### src/rtl/cfg_tok_pkg.sv
package cfg_tok_pkg;

    localparam logic [7:0] TK_END      = 8'd1;
    localparam logic [7:0] TK_ACK      = 8'd3;
    localparam logic [7:0] TK_NAK      = 8'd4;
    localparam logic [7:0] OP_WR_MAIN  = 8'd192;
    localparam logic [7:0] OP_RD_MAIN  = 8'd193;
    localparam logic [7:0] OP_WR_AUX   = 8'd36;

    localparam int RID_BYTES = 3;
    localparam int ADR_BYTES = 2;
    localparam int DAT_BYTES = 4;
    localparam int WORD_W    = 8 * DAT_BYTES;
    localparam int ADR_W     = 8 * ADR_BYTES;

    typedef enum logic [2:0] {
        ST_OPC,
        ST_RID,
        ST_ADR,
        ST_DAT,
        ST_END,
        ST_DRAIN,
        ST_REPLY
    } agent_st_t;

    typedef enum logic [1:0] {
        REQ_WR_MAIN,
        REQ_RD_MAIN,
        REQ_WR_AUX
    } req_kind_t;

    typedef enum logic [1:0] {
        RPL_ACK,
        RPL_NAK,
        RPL_DATA
    } rpl_kind_t;

endpackage

### src/rtl/cfg_tok_bank.sv
module cfg_tok_bank #(
    parameter int DEPTH  = 8,
    parameter int WORD_W = 32,
    parameter int IDX_W  = (DEPTH > 1) ? $clog2(DEPTH) : 1
) (
    input  logic                    clk,
    input  logic                    rst_n,
    input  logic                    we,
    input  logic [IDX_W-1:0]        widx,
    input  logic [WORD_W-1:0]       wdata,
    output logic [DEPTH*WORD_W-1:0] flat
);

    for (genvar g = 0; g < DEPTH; g++) begin : g_reg
        logic [WORD_W-1:0] r;

        always_ff @(posedge clk or negedge rst_n) begin
            if (!rst_n) begin
                r <= '0;
            end else if (we && (int'(widx) == g)) begin
                r <= wdata;
            end
        end

        assign flat[g*WORD_W +: WORD_W] = r;
    end

endmodule

### src/rtl/cfg_tok_reply.sv
module cfg_tok_reply
    import cfg_tok_pkg::*;
(
    input  logic              clk,
    input  logic              rst_n,
    input  logic              start,
    input  rpl_kind_t         kind,
    input  logic [WORD_W-1:0] word,
    input  logic              out_ready,
    output logic              out_valid,
    output logic              out_ctrl,
    output logic [7:0]        out_data,
    output logic              done
);

    localparam logic [2:0] LEN_SHORT = 3'd2;
    localparam logic [2:0] LEN_LONG  = 3'(DAT_BYTES + 2);

    logic              busy_q;
    rpl_kind_t         kind_q;
    logic [2:0]        idx_q;
    logic [WORD_W-1:0] sh_q;
    logic [2:0]        len;
    logic              last;
    logic              fire;

    assign len  = (kind_q == RPL_DATA) ? LEN_LONG : LEN_SHORT;
    assign last = (idx_q == len - 3'd1);
    assign fire = busy_q && out_ready;
    assign done = fire && last;

    always_ff @(posedge clk or negedge rst_n) begin
        if (!rst_n) begin
            busy_q <= 1'b0;
            kind_q <= RPL_ACK;
            idx_q  <= '0;
            sh_q   <= '0;
        end else if (start) begin
            busy_q <= 1'b1;
            kind_q <= kind;
            idx_q  <= '0;
            sh_q   <= word;
        end else if (fire) begin
            if (last) begin
                busy_q <= 1'b0;
                idx_q  <= '0;
            end else begin
                idx_q <= idx_q + 3'd1;
            end
            if (idx_q != 3'd0) begin
                sh_q <= {sh_q[WORD_W-9:0], 8'h00};
            end
        end
    end

    always_comb begin
        out_valid = busy_q;
        if (idx_q == 3'd0) begin
            out_ctrl = 1'b1;
            out_data = (kind_q == RPL_NAK) ? TK_NAK : TK_ACK;
        end else if (last) begin
            out_ctrl = 1'b1;
            out_data = TK_END;
        end else begin
            out_ctrl = 1'b0;
            out_data = sh_q[WORD_W-1 -: 8];
        end
    end

endmodule

### src/rtl/cfg_tok_agent.sv
module cfg_tok_agent
    import cfg_tok_pkg::*;
#(
    parameter int NREG_MAIN = 8,
    parameter int NREG_AUX  = 4
) (
    input  logic                       clk,
    input  logic                       rst_n,
    input  logic                       lock,
    input  logic                       in_valid,
    output logic                       in_ready,
    input  logic                       in_ctrl,
    input  logic [7:0]                 in_data,
    output logic                       out_valid,
    input  logic                       out_ready,
    output logic                       out_ctrl,
    output logic [7:0]                 out_data,
    output logic [NREG_AUX*WORD_W-1:0] aux_regs
);

    localparam int MAIN_IW = (NREG_MAIN > 1) ? $clog2(NREG_MAIN) : 1;
    localparam int AUX_IW  = (NREG_AUX  > 1) ? $clog2(NREG_AUX)  : 1;
    localparam logic [ADR_W-1:0] MAIN_LIM = ADR_W'(NREG_MAIN);
    localparam logic [ADR_W-1:0] AUX_LIM  = ADR_W'(NREG_AUX);
    localparam logic [2:0] RID_LAST = 3'(RID_BYTES - 1);
    localparam logic [2:0] ADR_LAST = 3'(ADR_BYTES - 1);
    localparam logic [2:0] DAT_LAST = 3'(DAT_BYTES - 1);

    agent_st_t         state_q, state_d;
    req_kind_t         kind_q, kind_d;
    logic [2:0]        cnt_q, cnt_d;
    logic [ADR_W-1:0]  addr_q, addr_d;
    logic [WORD_W-1:0] wdata_q, wdata_d;

    logic                        fire, is_end, ok;
    logic                        main_hit, aux_hit;
    logic                        rpl_start, rpl_done;
    rpl_kind_t                   rpl_kind;
    logic                        commit_main, commit_aux;
    logic [NREG_MAIN*WORD_W-1:0] main_flat;
    logic [WORD_W-1:0]           rd_word;
    logic [MAIN_IW-1:0]          main_idx;

    assign fire     = in_valid && in_ready;
    assign is_end   = in_ctrl && (in_data == TK_END);
    assign main_hit = addr_q < MAIN_LIM;
    assign aux_hit  = addr_q < AUX_LIM;
    assign main_idx = addr_q[MAIN_IW-1:0];
    assign rd_word  = main_hit ? main_flat[int'(main_idx)*WORD_W +: WORD_W] : '0;

    always_comb begin
        unique case (kind_q)
            REQ_WR_MAIN: ok = main_hit && !lock;
            REQ_RD_MAIN: ok = main_hit;
            REQ_WR_AUX:  ok = aux_hit && !lock;
            default:     ok = 1'b0;
        endcase
    end

    // state register
    always_ff @(posedge clk or negedge rst_n) begin
        if (!rst_n) begin
            state_q <= ST_OPC;
            kind_q  <= REQ_RD_MAIN;
            cnt_q   <= '0;
            addr_q  <= '0;
            wdata_q <= '0;
        end else begin
            state_q <= state_d;
            kind_q  <= kind_d;
            cnt_q   <= cnt_d;
            addr_q  <= addr_d;
            wdata_q <= wdata_d;
        end
    end

    // next state and per-transition actions
    always_comb begin
        state_d     = state_q;
        kind_d      = kind_q;
        cnt_d       = cnt_q;
        addr_d      = addr_q;
        wdata_d     = wdata_q;
        rpl_start   = 1'b0;
        rpl_kind    = RPL_NAK;
        commit_main = 1'b0;
        commit_aux  = 1'b0;
        unique case (state_q)
            ST_OPC: begin
                if (fire) begin
                    cnt_d = '0;
                    if (in_ctrl && in_data == OP_WR_MAIN) begin
                        kind_d  = REQ_WR_MAIN;
                        state_d = ST_RID;
                    end else if (in_ctrl && in_data == OP_RD_MAIN) begin
                        kind_d  = REQ_RD_MAIN;
                        state_d = ST_RID;
                    end else if (in_ctrl && in_data == OP_WR_AUX) begin
                        kind_d  = REQ_WR_AUX;
                        state_d = ST_RID;
                    end else if (is_end) begin
                        rpl_start = 1'b1;
                        state_d   = ST_REPLY;
                    end else begin
                        state_d = ST_DRAIN;
                    end
                end
            end
            ST_RID, ST_ADR, ST_DAT: begin
                if (fire && in_ctrl) begin
                    if (is_end) begin
                        rpl_start = 1'b1;
                        state_d   = ST_REPLY;
                    end else begin
                        state_d = ST_DRAIN;
                    end
                end else if (fire) begin
                    cnt_d = cnt_q + 3'd1;
                    if (state_q == ST_RID) begin
                        if (cnt_q == RID_LAST) begin
                            cnt_d   = '0;
                            state_d = ST_ADR;
                        end
                    end else if (state_q == ST_ADR) begin
                        addr_d = {addr_q[ADR_W-9:0], in_data};
                        if (cnt_q == ADR_LAST) begin
                            cnt_d   = '0;
                            state_d = (kind_q == REQ_RD_MAIN) ? ST_END : ST_DAT;
                        end
                    end else begin
                        wdata_d = {wdata_q[WORD_W-9:0], in_data};
                        if (cnt_q == DAT_LAST) begin
                            cnt_d   = '0;
                            state_d = ST_END;
                        end
                    end
                end
            end
            ST_END: begin
                if (fire && is_end) begin
                    rpl_start = 1'b1;
                    state_d   = ST_REPLY;
                    if (ok) begin
                        rpl_kind    = (kind_q == REQ_RD_MAIN) ? RPL_DATA : RPL_ACK;
                        commit_main = (kind_q == REQ_WR_MAIN);
                        commit_aux  = (kind_q == REQ_WR_AUX);
                    end
                end else if (fire) begin
                    state_d = ST_DRAIN;
                end
            end
            ST_DRAIN: begin
                if (fire && is_end) begin
                    rpl_start = 1'b1;
                    state_d   = ST_REPLY;
                end
            end
            ST_REPLY: begin
                if (rpl_done) begin
                    state_d = ST_OPC;
                end
            end
            default: state_d = ST_OPC;
        endcase
    end

    // outputs
    always_comb begin
        in_ready = (state_q != ST_REPLY);
    end

    cfg_tok_bank #(.DEPTH(NREG_MAIN), .WORD_W(WORD_W), .IDX_W(MAIN_IW)) main_bank_i (
        .clk   (clk),
        .rst_n (rst_n),
        .we    (commit_main),
        .widx  (main_idx),
        .wdata (wdata_q),
        .flat  (main_flat)
    );

    cfg_tok_bank #(.DEPTH(NREG_AUX), .WORD_W(WORD_W), .IDX_W(AUX_IW)) aux_bank_i (
        .clk   (clk),
        .rst_n (rst_n),
        .we    (commit_aux),
        .widx  (addr_q[AUX_IW-1:0]),
        .wdata (wdata_q),
        .flat  (aux_regs)
    );

    cfg_tok_reply reply_i (
        .clk       (clk),
        .rst_n     (rst_n),
        .start     (rpl_start),
        .kind      (rpl_kind),
        .word      (rd_word),
        .out_ready (out_ready),
        .out_valid (out_valid),
        .out_ctrl  (out_ctrl),
        .out_data  (out_data),
        .done      (rpl_done)
    );

endmodule

### config.mk
export PLATFORM = sky130hd
export DESIGN_NAME = cfg_tok_agent
export DESIGN_NICKNAME = d
export VERILOG_FILES = /design/src/rtl/cfg_tok_pkg.sv /design/src/rtl/cfg_tok_bank.sv /design/src/rtl/cfg_tok_reply.sv /design/src/rtl/cfg_tok_agent.sv
export SDC_FILE = /design/constraint.sdc
export NUM_CORES = 1
export LEC_CHECK = 0
export BUFFER_PORTS_ARGS = -buffer_cell sky130_fd_sc_hd__buf_2
export CAP_MARGIN = 20
export CORE_ASPECT_RATIO = 0.75
export CORE_MARGIN = 10
export CORE_UTILIZATION = 50
export CTS_CLUSTER_DIAMETER = 40
export CTS_CLUSTER_SIZE = 25
export DETAILED_ROUTE_END_ITERATION = 8
export GPL_TIMING_DRIVEN = 0
export PLACE_DENSITY = 0.69
export REMOVE_ABC_BUFFERS = 1
export SLEW_MARGIN = 0
export SYNTH_ARGS = -nofsm -noshare
export SYNTH_HDL_FRONTEND = slang
export SYNTH_SLANG_ARGS = --single-unit
### constraint.sdc
create_clock -name clk -period 5.95 [get_ports clk]
set_clock_uncertainty 0.1 [all_clocks]
set_input_delay 0 -clock clk [delete_from_list [all_inputs] [get_ports clk]]
set_output_delay 0 -clock clk [all_outputs]
set_load 0.05 [all_outputs]
# == Word level (Yosys, flattened, before mapping) ==
# Cells that the tools add are included.
# op_classes
n_addsub,3
magnitude_cmp,2
n_eq_ne,39
shifts,1
mux,65
bitwise_logic,3
reduce_logical,44
# ops
op,count
256-bit by 9-bit indexed part select with 32-bit output,1
32-bit two-way mux,4
3-bit two-way mux,29
1-bit logical AND,23
"3-bit == test, second input constant",7
"3-bit by 2-bit == test with 1-bit output, second input constant",6
1-bit two-way mux,18
"8-bit == test, second input constant",2
"16-bit by 3-bit less-than comparator with 1-bit output, second input constant",1
"16-bit by 4-bit less-than comparator with 1-bit output, second input constant",1
2-bit two-way mux,8
8-bit two-way mux,2
3-bit one-hot mux with 5 select lines,1
"5-bit != test, second input constant",2
5-bit AND reduction,2
"3-bit by 1-bit == test with 1-bit output, second input constant",3
3-bit zero test,3
"3-bit != test, second input constant",3
"2-bit == test, second input constant",4
"8-bit by 1-bit == test with 1-bit output, second input constant",1
"8-bit by 6-bit == test with 1-bit output, second input constant",1
"2-bit != test, second input constant",4
8-bit AND reduction,1
2-bit nonzero test,4
other kinds (17),26
# totals
reg_bits,478
in_bits,14
output_inout_bits,139
word_cells,178

# == Logic depth before layout (Yosys ltp) ==
# Gate-level depths: netlist (run 1).
# logic_depth
word_depth,10
mapped_depth,8
depth_no_buf,7

# == By module ==
# From an unflattened synthesis (run 1), not the netlist that was laid out.
# hier_totals
hier_cells,1399
hier_area_um2,20925.1
# modules_own_cells
mod,n_inst,cells_per_inst,area_each_um2,seq_area_each_um2
cfg_tok_bank at main_bank_i,1,551,9613.0,6406.1
cfg_tok_bank at aux_bank_i,1,272,4744.6,3203.1
cfg_tok_agent,1,356,4575.6,1402.6
cfg_tok_reply,1,220,1991.9,950.9

# == Worst setup path before layout (run 1) ==
# Ideal clock, no wire load.
# synth_timing
path_kind,reg2out
start,register reply_i.idx_q[1]
end,output out_data[0]
t_arrival_ns,2.436
required_time_ns,5.850
setup_slack_ns,3.414
stages_incl_launch_ff,8
n_path_buf,0
cell_sequence,dfrtp_1 > inv_1 > ha_1 > nand2_1 > mux2i_1 > nor2_1 > inv_1 > a2bb2oi_1
# synth_via
elab_chain_len,3
word_cells_on_any_way,4
cone_classes,1 x eq/ne; 2 x mux; 1 x reduce/logical
# synth_lines
item,line,text
start: declaration,cfg_tok_reply.sv:21,logic [2:0] idx_q;
start signal: assignment,cfg_tok_reply.sv:48,idx_q <= idx_q + 3'd1;
3-bit == test,cfg_tok_reply.sv:28,assign last = (idx_q == len - 3'd1);
8-bit two-way mux,cfg_tok_reply.sv:61,end else if (last) begin
8-bit two-way mux (*),cfg_tok_reply.sv:58,if (idx_q == 3'd0) begin
end: declaration,cfg_tok_agent.sv:17,"output logic [7:0] out_data,"
# Every way passes the cells marked *; elsewhere a longest branch is shown, timed or not.

# == Worst setup path after layout (run 1) ==
# layout_timing
start,register addr_q[2]
end,register aux_bank_i.g_reg[1].r[23]
# layout_via
elab_chain_len,7
word_cells_on_any_way,9
cone_classes,2 x order compare; 4 x mux; 3 x reduce/logical
# layout_lines
item,line,text
start: declaration,cfg_tok_agent.sv:32,"logic [ADR_W-1:0] addr_q, addr_d;"
start signal: assignment,cfg_tok_agent.sv:72,addr_q <= addr_d;
16-bit by 3-bit less-than comparator with 1-bit output / 16-bit by 4-bit less-than comparator with 1-bit output (equally long branches),"cfg_tok_agent.sv:47, cfg_tok_agent.sv:46",
1-bit logical AND (on tied branches),"cfg_tok_agent.sv:55, cfg_tok_agent.sv:53",
1-bit one-hot mux with 3 select lines (*),cfg_tok_agent.sv:52,unique case (kind_q)
1-bit two-way mux (*),cfg_tok_agent.sv:143,if (ok) begin
1-bit two-way mux (*),cfg_tok_agent.sv:140,if (fire && is_end) begin
1-bit two-way mux (*),cfg_tok_agent.sv:88,unique case (state_q)
1-bit logical AND (*),cfg_tok_bank.sv:20,end else if (we && (int'(widx) == g)) begin
end signal: assignment,cfg_tok_bank.sv:21,r <= wdata;
end: declaration,cfg_tok_bank.sv:15,logic [WORD_W-1:0] r;
# Marks and branches as above.
# A chain may end at the register's enable or synchronous reset.

==> results_dict.tcl, run 1 <==
set metrics [dict create \
    fp.dieArea_um2 50400 \
    cts_buffers 52 \
    r2r_setup_slack_ns 2.22 \
    max-slew-margin-rel_pct 32.4 \
    final_cell_mix "474 x dfrtp_1, 249 x mux2_1, 206 x mux2_2, 152 x buf_2, 64 x mux4_2" \
    p_seq_share_pct 46.9 \
    fp.coreArea_um2 41000 \
    violations "hold timing" \
    yosysSeqAreaShare_pct 57.3 \
    num_vias 12100 \
    boundaryPins 153 \
    crit_path_start_kind "flop" \
    swShare_pct 30.3 \
    grt_max_degree 128 \
    ys_seq_elements 478 \
    nNetsFinal 1538 \
    tns_ns 0 \
    cp.arrival_ns 4.07 \
    cts_root_buf "clkbuf_16" \
    leakagePower_nw 12.3 \
    first_pass_iters 5 \
    crit_path_end_kind "flop" \
    drc 0 \
    ys_types 47 \
    postRouteAntennaNets 0 \
    ys.flop_type "dfrtp_1" \
    syn_area_um2 20900 \
    avgSynthCellArea_um2 15.1 \
    port_buffers 152 \
    r2r_cells 7 \
    r2r-start "addr_q[2]" \
    clock_path_buffers 3 \
    drv_cap 0 \
    cts-resized-gates 0 \
    holdWs_ns -0.0299 \
    cts_tree "built" \
    fin_crit_sh_pct 62.7 \
    reg2reg_to "aux_bank_i.g_reg[1].r[23]" \
    grt_setup_unrepaired "no" \
    wl_per_cell_um 22.5 \
    routabilityCongestion 0.825 \
    cellPowerDensity_nw_per_um2 344 \
    synth_edf_count 0 \
    clockPowerShare_pct 41.3 \
    routed_via_density 5.69 \
    final_common_cell "dfrtp_1" \
    clkSinkCount 478 \
    worst_pin_slew_ns 1.01 \
    internal_power_mw 5.83 \
    min_period_ns 3.73 \
    finalSetupViolations 0 \
    track_usage_pct 19.0 \
    path_max_fanout 21 \
    p_comb_share_pct 11.7 \
    cts_setup_buffers 0 \
    fp.dieW_um 256 \
    finalMaxSlewViolations 0 \
    clk_latency_ns 0.58 \
    status "finished with violations" \
    syn2layout_area_growth_pct 16.4 \
    grt_pass1_wl_mm 76.0 \
    crit_required_ns 6.29 \
    synthArstFlopShare_pct 100 \
    n_fill_cell 3277 \
    start_util_pct 50.9 \
    yosysWarningCount 0 \
    hold_viol_final 4 \
    ir_drop_mv 0.246 \
    antenna_found_initial 0 \
    htree_levels 2 \
    hpwlAfterDp_mm 29.9 \
    drive_gt1_share_pct 36.2 \
    die_h_um 197 \
    drt-total-wl_mm 47.8 \
    drt_iter0_markers 761 \
    syn-instance-count 1380 \
    path_clk_slew_ns 0.07 \
    p_switching_mw 2.53 \
    hold_buffers 14 \
    worstSetupPathType "flop to flop" \
    hold_class "input port to asynchronous set/reset pin" \
    grt_pass1_vias 12600 \
    grt_overflow_total 0 \
    n_antenna_cell 0 \
    row_count 64 \
    timing.fmax_mhz 268 \
]
-- flip-flops by register name, indices dropped and copies added (netlist names) --
signal             flops
addr_q                16
aux_bank_i.g.r       128
cnt_q                  3
kind_q                 2
main_bank_i.g.r      256
reply_i.idx_q          3
reply_i.kind_q         2
reply_i.out_valid      1
reply_i.sh_q          32
state_q                3
wdata_q               32
-- layout make-up --
type                    instances  area (um^2)  area share (%)
well taps                     561          702            2.89
repair buffers                190         1390            5.74
flip-flops and latches        478        12000            49.3
inverters                      14         52.6           0.216
clock inverters                40          509            2.10
multi-input cells             780         8270            34.1
clock buffers                  58         1390            5.70
-- logic make-up (layout without fill, tap and decap cells) --
group | after synthesis | after routing | synth area share [%]
AOI/OAI and AO/OA | 70 | 70 | 1.94
adders and majority gates | 8 | 8 | 0.480
buffers and inverters | 122 | 302 | 3.24
DFF | 478 | 478 | 57.3
muxes | 556 | 556 | 33.2
and+or+nand+nor | 146 | 146 | 3.75
-- power groups by stage --
stage / sequential, mW / combinational (mW) / clock (mW)
2_1_floorplan: 3.87 / 0.579 / 0
6_report: 3.93 / 0.982 / 3.45
4_1_cts: 3.93 / 0.988 / 3.53
5_1_grt: 3.98 / 1.06 / 3.68
3_5_place_dp: 3.99 / 0.972 / 0
3_3_place_gp: 4.17 / 0.744 / 0
-- per-stage QoR --
stage	total power, mW	setup WS, ns	area [um^2]	std cells	util [%]
2_1_floorplan	4.45	0.828	20200	1272	-
3_3_place_gp	4.91	-4.78	21700	1985	52.9
3_5_place_dp	4.96	2.29	22300	2009	54.3
4_1_cts	8.45	2.24	24300	2121	59.2
5_1_grt	8.72	2.04	24300	2121	59.2
6_report	8.36	2.22	24300	2121	59.2
-- Yosys cell counts (2+ instances only) --
cell | instances | area (um^2)
dfrtp_1 | 477 | 11900
mux2_1 | 249 | 2800
mux2_2 | 206 | 2320
mux4_2 | 64 | 1440
nand2_1 | 48 | 180
o21ai_0 | 43 | 215
clkbuf_1 | 42 | 158
mux2i_1 | 37 | 370
buf_1 | 28 | 105
nor2_1 | 23 | 86.3
buf_6 | 21 | 236
buf_4 | 16 | 120
nand3_1 | 15 | 75.1
inv_1 | 14 | 52.6
nor2b_1 | 9 | 56.3
ha_1 | 8 | 100
nor2_4 | 8 | 90.1
a21oi_1 | 7 | 35.0
nand2b_1 | 7 | 43.8
nand4_1 | 7 | 43.8
nor3_1 | 7 | 35.0
and2_1 | 6 | 37.5
o22ai_1 | 5 | 31.3
nor4_1 | 4 | 25.0
a22o_1 | 3 | 26.3
a211oi_1 | 2 | 15.0
nor4_2 | 2 | 25.0
nor4b_1 | 2 | 17.5
or4_1 | 2 | 15.0
-- how the worst max path moves through the flow --
stage,from,to,slack (ns),depth (start not counted)
2_1_floorplan,addr_q[0],aux_bank_i.g_reg[1].r[0],0.83,4
4_1_cts,addr_q[2],aux_bank_i.g_reg[1].r[23],2.24,7
3_5_place_dp,addr_q[2],aux_bank_i.g_reg[1].r[13],2.29,7
3_3_place_gp,rst_n,aux_bank_i.g_reg[2].r[8],-4.78,1
5_1_grt,addr_q[2],main_bank_i.g_reg[5].r[27],2.04,7
6_report,addr_q[2],aux_bank_i.g_reg[1].r[23],2.22,7
-- routing by layer --
metal | vias to the layer above | track usage [%] | share of wire, %
met3 | 72 | 3.88 | 5.5
met2 | 306 | 28.9 | 44
met5 | - | 0 | 0
met1 | 6399 | 27.6 | 48
met4 | 0 | 5.04 | 2.2
li1 | 5289 | - | -
-- critical path, stage by stage (launching register included) --
cell,delay [ns]
dfrtp_2,0.66
buf_12,0.30
a211oi_1,0.81
buf_2,0.31
nand3_1,0.15
nor2_4,0.63
buf_12,0.27
mux2_2,0.35
Note: power is estimated with default switching activity, not from simulation.
==> run 2: changes to the inputs <==
--- a/config.mk
+++ b/config.mk
@@ -14,7 +14,7 @@
 export CTS_CLUSTER_SIZE = 25
 export DETAILED_ROUTE_END_ITERATION = 8
 export GPL_TIMING_DRIVEN = 0
-export PLACE_DENSITY = 0.69
+export PLACE_DENSITY = 0.72
 export REMOVE_ABC_BUFFERS = 1
 export SLEW_MARGIN = 0
 export SYNTH_ARGS = -nofsm -noshare
==> constraint.sdc (replaced) <==
create_clock -name clk -period 3.1 [get_ports clk]
set_clock_uncertainty 0.1 [all_clocks]
set_input_delay 0 -clock clk [delete_from_list [all_inputs] [get_ports clk]]
set_output_delay 0 -clock clk [all_outputs]
set_load 0.05 [all_outputs]
==> run 2 against run 1 <==
The flow now finishes without violations. Total power rose by 93%. Fmax rose by 25%. Worst setup slack got worse by 2.1 ns. First-iteration DRC count rose by 28%. Critical path depth rose by 1. Sequential power rose by 91%. Sequential share of layout area fell by 0.62 points. Register-to-register slack got worse by 2.1 ns. Combinational power rose by 110%. Via count rose by 1.8%. Cell count rose by 0.85%. Cell area rose by 1.3%. Critical path type unchanged. Critical endpoint is now main_bank_i.g_reg[4].r[16]. Highest routed layer is now met5.
==> results_dict.tcl, run 2 (same netlist as run 1, synthesis figures left out) <==
set metrics [dict create \
    cts_tree "built" \
    grt_setup_unrepaired "no" \
    num_vias 12300 \
    hpwlAfterDp_mm 30.1 \
    clock_path_buffers 3 \
    fp.dieW_um 256 \
    leakagePower_nw 12.4 \
    start_util_pct 50.9 \
    slowest_stage "nor2_4" \
    fp.dieArea_um2 50400 \
    crit_required_ns 3.47 \
    port_buffers 152 \
    finalMaxSlewViolations 0 \
    status "finished, final reports clean" \
    drv_cap 0 \
    place_inst 2010 \
    regMostFlops "main_bank_i.g.r" \
    use_met2_pct 30.6 \
    crit_path_start_kind "flop" \
    cts_root_buf "clkbuf_16" \
    multi_input_area_um2 8310 \
    grt_overflow_total 0 \
    path_max_fanout 21 \
    cp.arrival_ns 3.36 \
    wl_per_cell_um 23.2 \
    drt-total-wl_mm 49.7 \
    clk_latency_ns 0.60 \
    drive_gt1_share_pct 37.1 \
    largest_reg_flops 256 \
    drc 0 \
    final-seq-area_um2 12000 \
    track_usage_pct 19.9 \
    cellPowerDensity_nw_per_um2 655 \
    worst_slack_ns 0.109 \
    max-slew-margin-rel_pct 33.0 \
    use_met3_pct 4.99 \
    max_stage_delay_ns 0.46 \
    cts_buffers 51 \
    drt_iter0_markers 971 \
    n_antenna_cell 0 \
    fin_cells 2139 \
    syn2layout_area_growth_pct 17.9 \
    ir_drop_mv 0.433 \
    routed_via_density 5.74 \
    critPathBufInv 3 \
    routabilityCongestion 0.835 \
    worstPathCellList "nor4_1, and4_1, nand4_1, buf_4, buf_8, nor2_4, buf_12, mux2_2" \
    reg_top3 "main_bank_i.g.r: 256 flops, aux_bank_i.g.r: 128 flops" \
    hold_class "input port to flop" \
    fp.coreArea_um2 41000 \
    critPathTopFamily "simple AND/OR/NAND/NOR gates" \
    row_count 64 \
    worstSetupPathType "flop to flop" \
    grt_use_met1_pct 27.9 \
    antenna_found_initial 3 \
    boundaryPins 153 \
    worst_pin_slew_ns 0.998 \
    grt_busiest_layer "met2" \
    fin_crit_sh_pct 96.5 \
    clkSinkCount 478 \
    final_cell_mix "474 x dfrtp_1, 249 x mux2_1, 206 x mux2_2, 152 x buf_2, 64 x mux4_2" \
    grt_pass1_vias 13100 \
    first_pass_iters 5 \
    timing.fmax_mhz 334 \
    grt_max_degree 99 \
    pre_cts_ws_ns -0.474 \
    n_fill_cell 3135 \
    final_common_cell "dfrtp_1" \
    grt_pass1_wl_mm 79.0 \
    postRouteAntennaNets 0 \
    path_clk_slew_ns 0.07 \
    crit_path_end_kind "flop" \
    htree_levels 2 \
    die_h_um 197 \
    hold_viol_final 0 \
    finalSetupViolations 0 \
    min_period_ns 2.99 \
    nNetsFinal 1558 \
]
-- run 2: worst paths after layout --
check | start | end | slack [ns] | cells after the start
worst max register to register | addr_q[15] | main_bank_i.g_reg[4].r[16] | 0.11 | 8
worst min register to register | aux_bank_i.g_reg[2].r[29] | aux_bank_i.g_reg[2].r[29] | 0.38 | 1
max in group asynchronous | rst_n | aux_bank_i.g_reg[0].r[27] | 1.26 | 6
min in group asynchronous | rst_n | aux_bank_i.g_reg[1].r[9] | 0.42 | 4
worst min-delay path | in_data[1] | wdata_q[1] | 0.17 | 3
worst max-delay path | addr_q[15] | main_bank_i.g_reg[4].r[16] | 0.11 | 8
-- run 2: worst min-delay path: cells and delay by family --
kind / cells / cell delay [ns]
mux: 1 / 0.16
buf+inv: 2 / 0.67
-- run 2: per-stage QoR --
stage	util [%]	area (um^2)	power (mW)	TNS [ns]	hold WS, ns
floorplan	-	20200	8.54	-483.51	-0.396
finish	60.0	24600	16.1	0	0.165
detailed placement	54.4	22300	9.55	-72.70	-0.0988
global placement	52.9	21700	9.37	-4853.60	0.207
CTS	59.8	24500	16.2	0	0.128
global route	60.0	24600	16.8	0	0.162
-- run 2: timing repair --
item                                    CTS  global route
resized for setup                         2             3
hold buffers                             17             0
setup buffers                            12             4
pin swaps                                 6             6
endpoints found under the setup margin  334           119
cloned                                    1             0
endpoints found under the hold margin   193             0
-- run 2: area by class of cell --
cell class / count / area share [%]
multi-input combinational: 781 / 33.8
inverter: 14 / 0.214
clock buffer: 54 / 5.45
sequential: 478 / 48.7
clock inverter: 41 / 2.07
tap: 561 / 2.85
timing repair buffer: 210 / 6.97
-- run 2: per-layer routing --
metal	routed length, um	up-vias
li1	-	5336
met1	23000	6543
met2	22500	317
met3	3010	84
met4	1090	2
met5	9	-
-- run 2: where the power goes --
group | leakage (nW) | total [mW] | internal (mW) | switching [mW]
combinational | 4.91 | 2.02 | 0.966 | 1.06
sequential | 6.61 | 7.52 | 6.52 | 0.994
clock | 0.888 | 6.56 | 3.60 | 2.96
==> run 3: changes to the inputs <==
--- a/config.mk
+++ b/config.mk
@@ -14,7 +14,7 @@
 export CTS_CLUSTER_SIZE = 25
 export DETAILED_ROUTE_END_ITERATION = 8
 export GPL_TIMING_DRIVEN = 0
-export PLACE_DENSITY = 0.72
+export PLACE_DENSITY = 0.71
 export REMOVE_ABC_BUFFERS = 1
 export SLEW_MARGIN = 0
 export SYNTH_ARGS = -nofsm -noshare
==> run 3 against run 2 <==
Highest routed layer is now met4. Worst hold slack got worse by 0.0092 ns. Global-route usage fell by 0.38 points. Via count fell by 0.69%. Sequential power rose by 0.7%. Largest power group unchanged. Worst setup slack improved by 0.10 ns. Register-to-register slack improved by 0.10 ns. Fmax rose by 3.6%.
==> results_dict.tcl, run 3 (same netlist as run 1, synthesis figures left out) <==
set metrics [dict create \
    grt_pass1_vias 13000 \
    drt-total-wl_mm 49.2 \
    n_antenna_cell 0 \
    nNetsFinal 1555 \
    reg2reg_to "main_bank_i.g_reg[7].r[21]" \
    track_usage_pct 19.6 \
    tns_ns 0 \
    clkSinkCount 478 \
    drv_cap 0 \
    clockPowerShare_pct 40.1 \
    cellPowerDensity_nw_per_um2 643 \
    boundaryPins 153 \
    internal_power_mw 11.0 \
    finalMaxSlewViolations 0 \
    max_stage_delay_ns 0.54 \
    critPathBufInv 2 \
    start_util_pct 50.9 \
    routabilityCongestion 0.819 \
    final_core_util_pct 59.8 \
    syn2layout_area_growth_pct 17.6 \
    p_comb_share_pct 11.9 \
    wl_per_cell_um 23.1 \
    p_total_mw 15.8 \
    cts_root_buf "clkbuf_16" \
    crit_path_end_kind "flop" \
    row_count 64 \
    reg_top3 "main_bank_i.g.r: 256 flops, aux_bank_i.g.r: 128 flops" \
    p_switching_mw 4.81 \
    grt_overflow_total 0 \
    fp.dieW_um 256 \
    grt_max_degree 120 \
    r2r_setup_slack_ns 0.21 \
    worstPathCellList "nor2_1, nand4_1, buf_8, nor2_4, buf_16, mux2_2" \
    cts_tree "built" \
    routed_via_density 5.71 \
    hold_class "input port to flop" \
    finalSetupViolations 0 \
    hold_path_depth 5 \
    cp.arrival_ns 3.24 \
    hpwlAfterDp_mm 30.6 \
    leakagePower_nw 12.4 \
    critPathLaunch "state_q[1]" \
    worst_pin_slew_ns 0.978 \
    fin_crit_sh_pct 93.1 \
    first_pass_iters 6 \
    max-slew-margin-rel_pct 34.3 \
    p_seq_share_pct 48.0 \
    r2r_cells 6 \
    crit_cells 6 \
    critPathTopFamily "simple AND/OR/NAND/NOR gates" \
    cts_buffers 51 \
    n_fill_cell 3182 \
    r2r-start "state_q[1]" \
    postLayoutCellArea_um2 24500 \
    port_buffers 152 \
    min_period_ns 2.89 \
    fin_cells 2136 \
    clk_latency_ns 0.58 \
    place_inst 2009 \
    path_max_fanout 14 \
    final_cell_mix "474 x dfrtp_1, 249 x mux2_1, 206 x mux2_2, 151 x buf_2, 64 x mux4_2" \
    hold_viol_final 0 \
    path_clk_slew_ns 0.07 \
    num_vias 12200 \
    crit_required_ns 3.45 \
    swShare_pct 30.5 \
    placed_area_um2 22300 \
    htree_levels 2 \
    grt_setup_unrepaired "no" \
    final_common_cell "dfrtp_1" \
    clock_path_buffers 3 \
    drive_gt1_share_pct 36.8 \
    timing.fmax_mhz 347 \
    status "finished, final reports clean" \
    final-seq-area_um2 12000 \
    grt_pass1_wl_mm 77.8 \
    slowest_stage "nand4_1" \
    drc 0 \
    crit_path_end "main_bank_i.g_reg[7].r[21]" \
    largest_reg_flops 256 \
    antenna_found_initial 0 \
    worstSetupPathType "flop to flop" \
    die_h_um 197 \
    fp.coreArea_um2 41000 \
    ir_drop_mv 0.605 \
    fp.dieArea_um2 50400 \
    multi_input_area_um2 8290 \
    crit_path_start_kind "flop" \
    regMostFlops "main_bank_i.g.r" \
    postRouteAntennaNets 0 \
    drt_iter0_markers 825 \
]
-- run 3: power by group through the flow --
stage	sequential [mW]	combinational, mW	clock [mW]
2_1_floorplan	7.43	1.11	0
3_3_place_gp	7.95	1.40	0
3_5_place_dp	7.70	1.84	0
4_1_cts	7.58	1.87	6.47
5_1_grt	7.70	2.02	6.75
6_report	7.57	1.88	6.32
-- run 3: worst register-to-register path: stages, from the launching register on --
cell and delay (ns):
dfrtp_1 0.53, nor2_1 0.42, nand4_1 0.54, buf_8 0.37, nor2_4 0.24, buf_16 0.21, mux2_2 0.36
-- run 3: area by class of cell --
| cell class | instances | share of cell area, % |
|---|---|---|
| Clock buffer | 60 | 5.63 |
| Clock inverter | 35 | 1.57 |
| Inverter | 14 | 0.214 |
| Multi-Input combinational cell | 780 | 33.8 |
| Sequential cell | 478 | 48.8 |
| Tap cell | 561 | 2.86 |
| Timing Repair Buffer | 208 | 7.14 |
-- run 3: metal layers --
metal,track usage [%],up-vias,share of wire (%)
met5,0,-,0
met4,5.61,0,2.4
met3,3.73,95,5.8
met2,30.3,358,46
met1,27.8,6428,46
li1,-,5316,-
-- run 3: metrics by stage --
step | setup WS (ns) | hold WS [ns]
floorplan | -2.02 | -0.396
global placement | -7.51 | 0.200
detailed placement | -0.741 | -0.0605
CTS | 0.00124 | 0.102
global route | 0.0739 | 0.196
finish | 0.214 | 0.156
-- run 3: worst min-delay path by stage --
stage,start,endpoint,slack (ns)
floorplan,rst_n,addr_q[0],-0.40
global placement,in_data[1],addr_q[1],0.20
detailed placement,rst_n,aux_bank_i.g_reg[0].r[9],-0.06
CTS,in_data[2],reply_i.sh_q[18],0.10
global route,in_data[2],reply_i.sh_q[12],0.20
finish,in_data[2],reply_i.sh_q[18],0.16
-- run 3: what timing repair did --
item | 4_1_cts | 5_1_grt
pin swaps | 10 | 1
setup endpoints to repair | 385 | 19
resized for setup | 3 | 1
hold buffers | 15 | 0
setup buffers | 16 | 1
hold endpoints to repair | 211 | 0
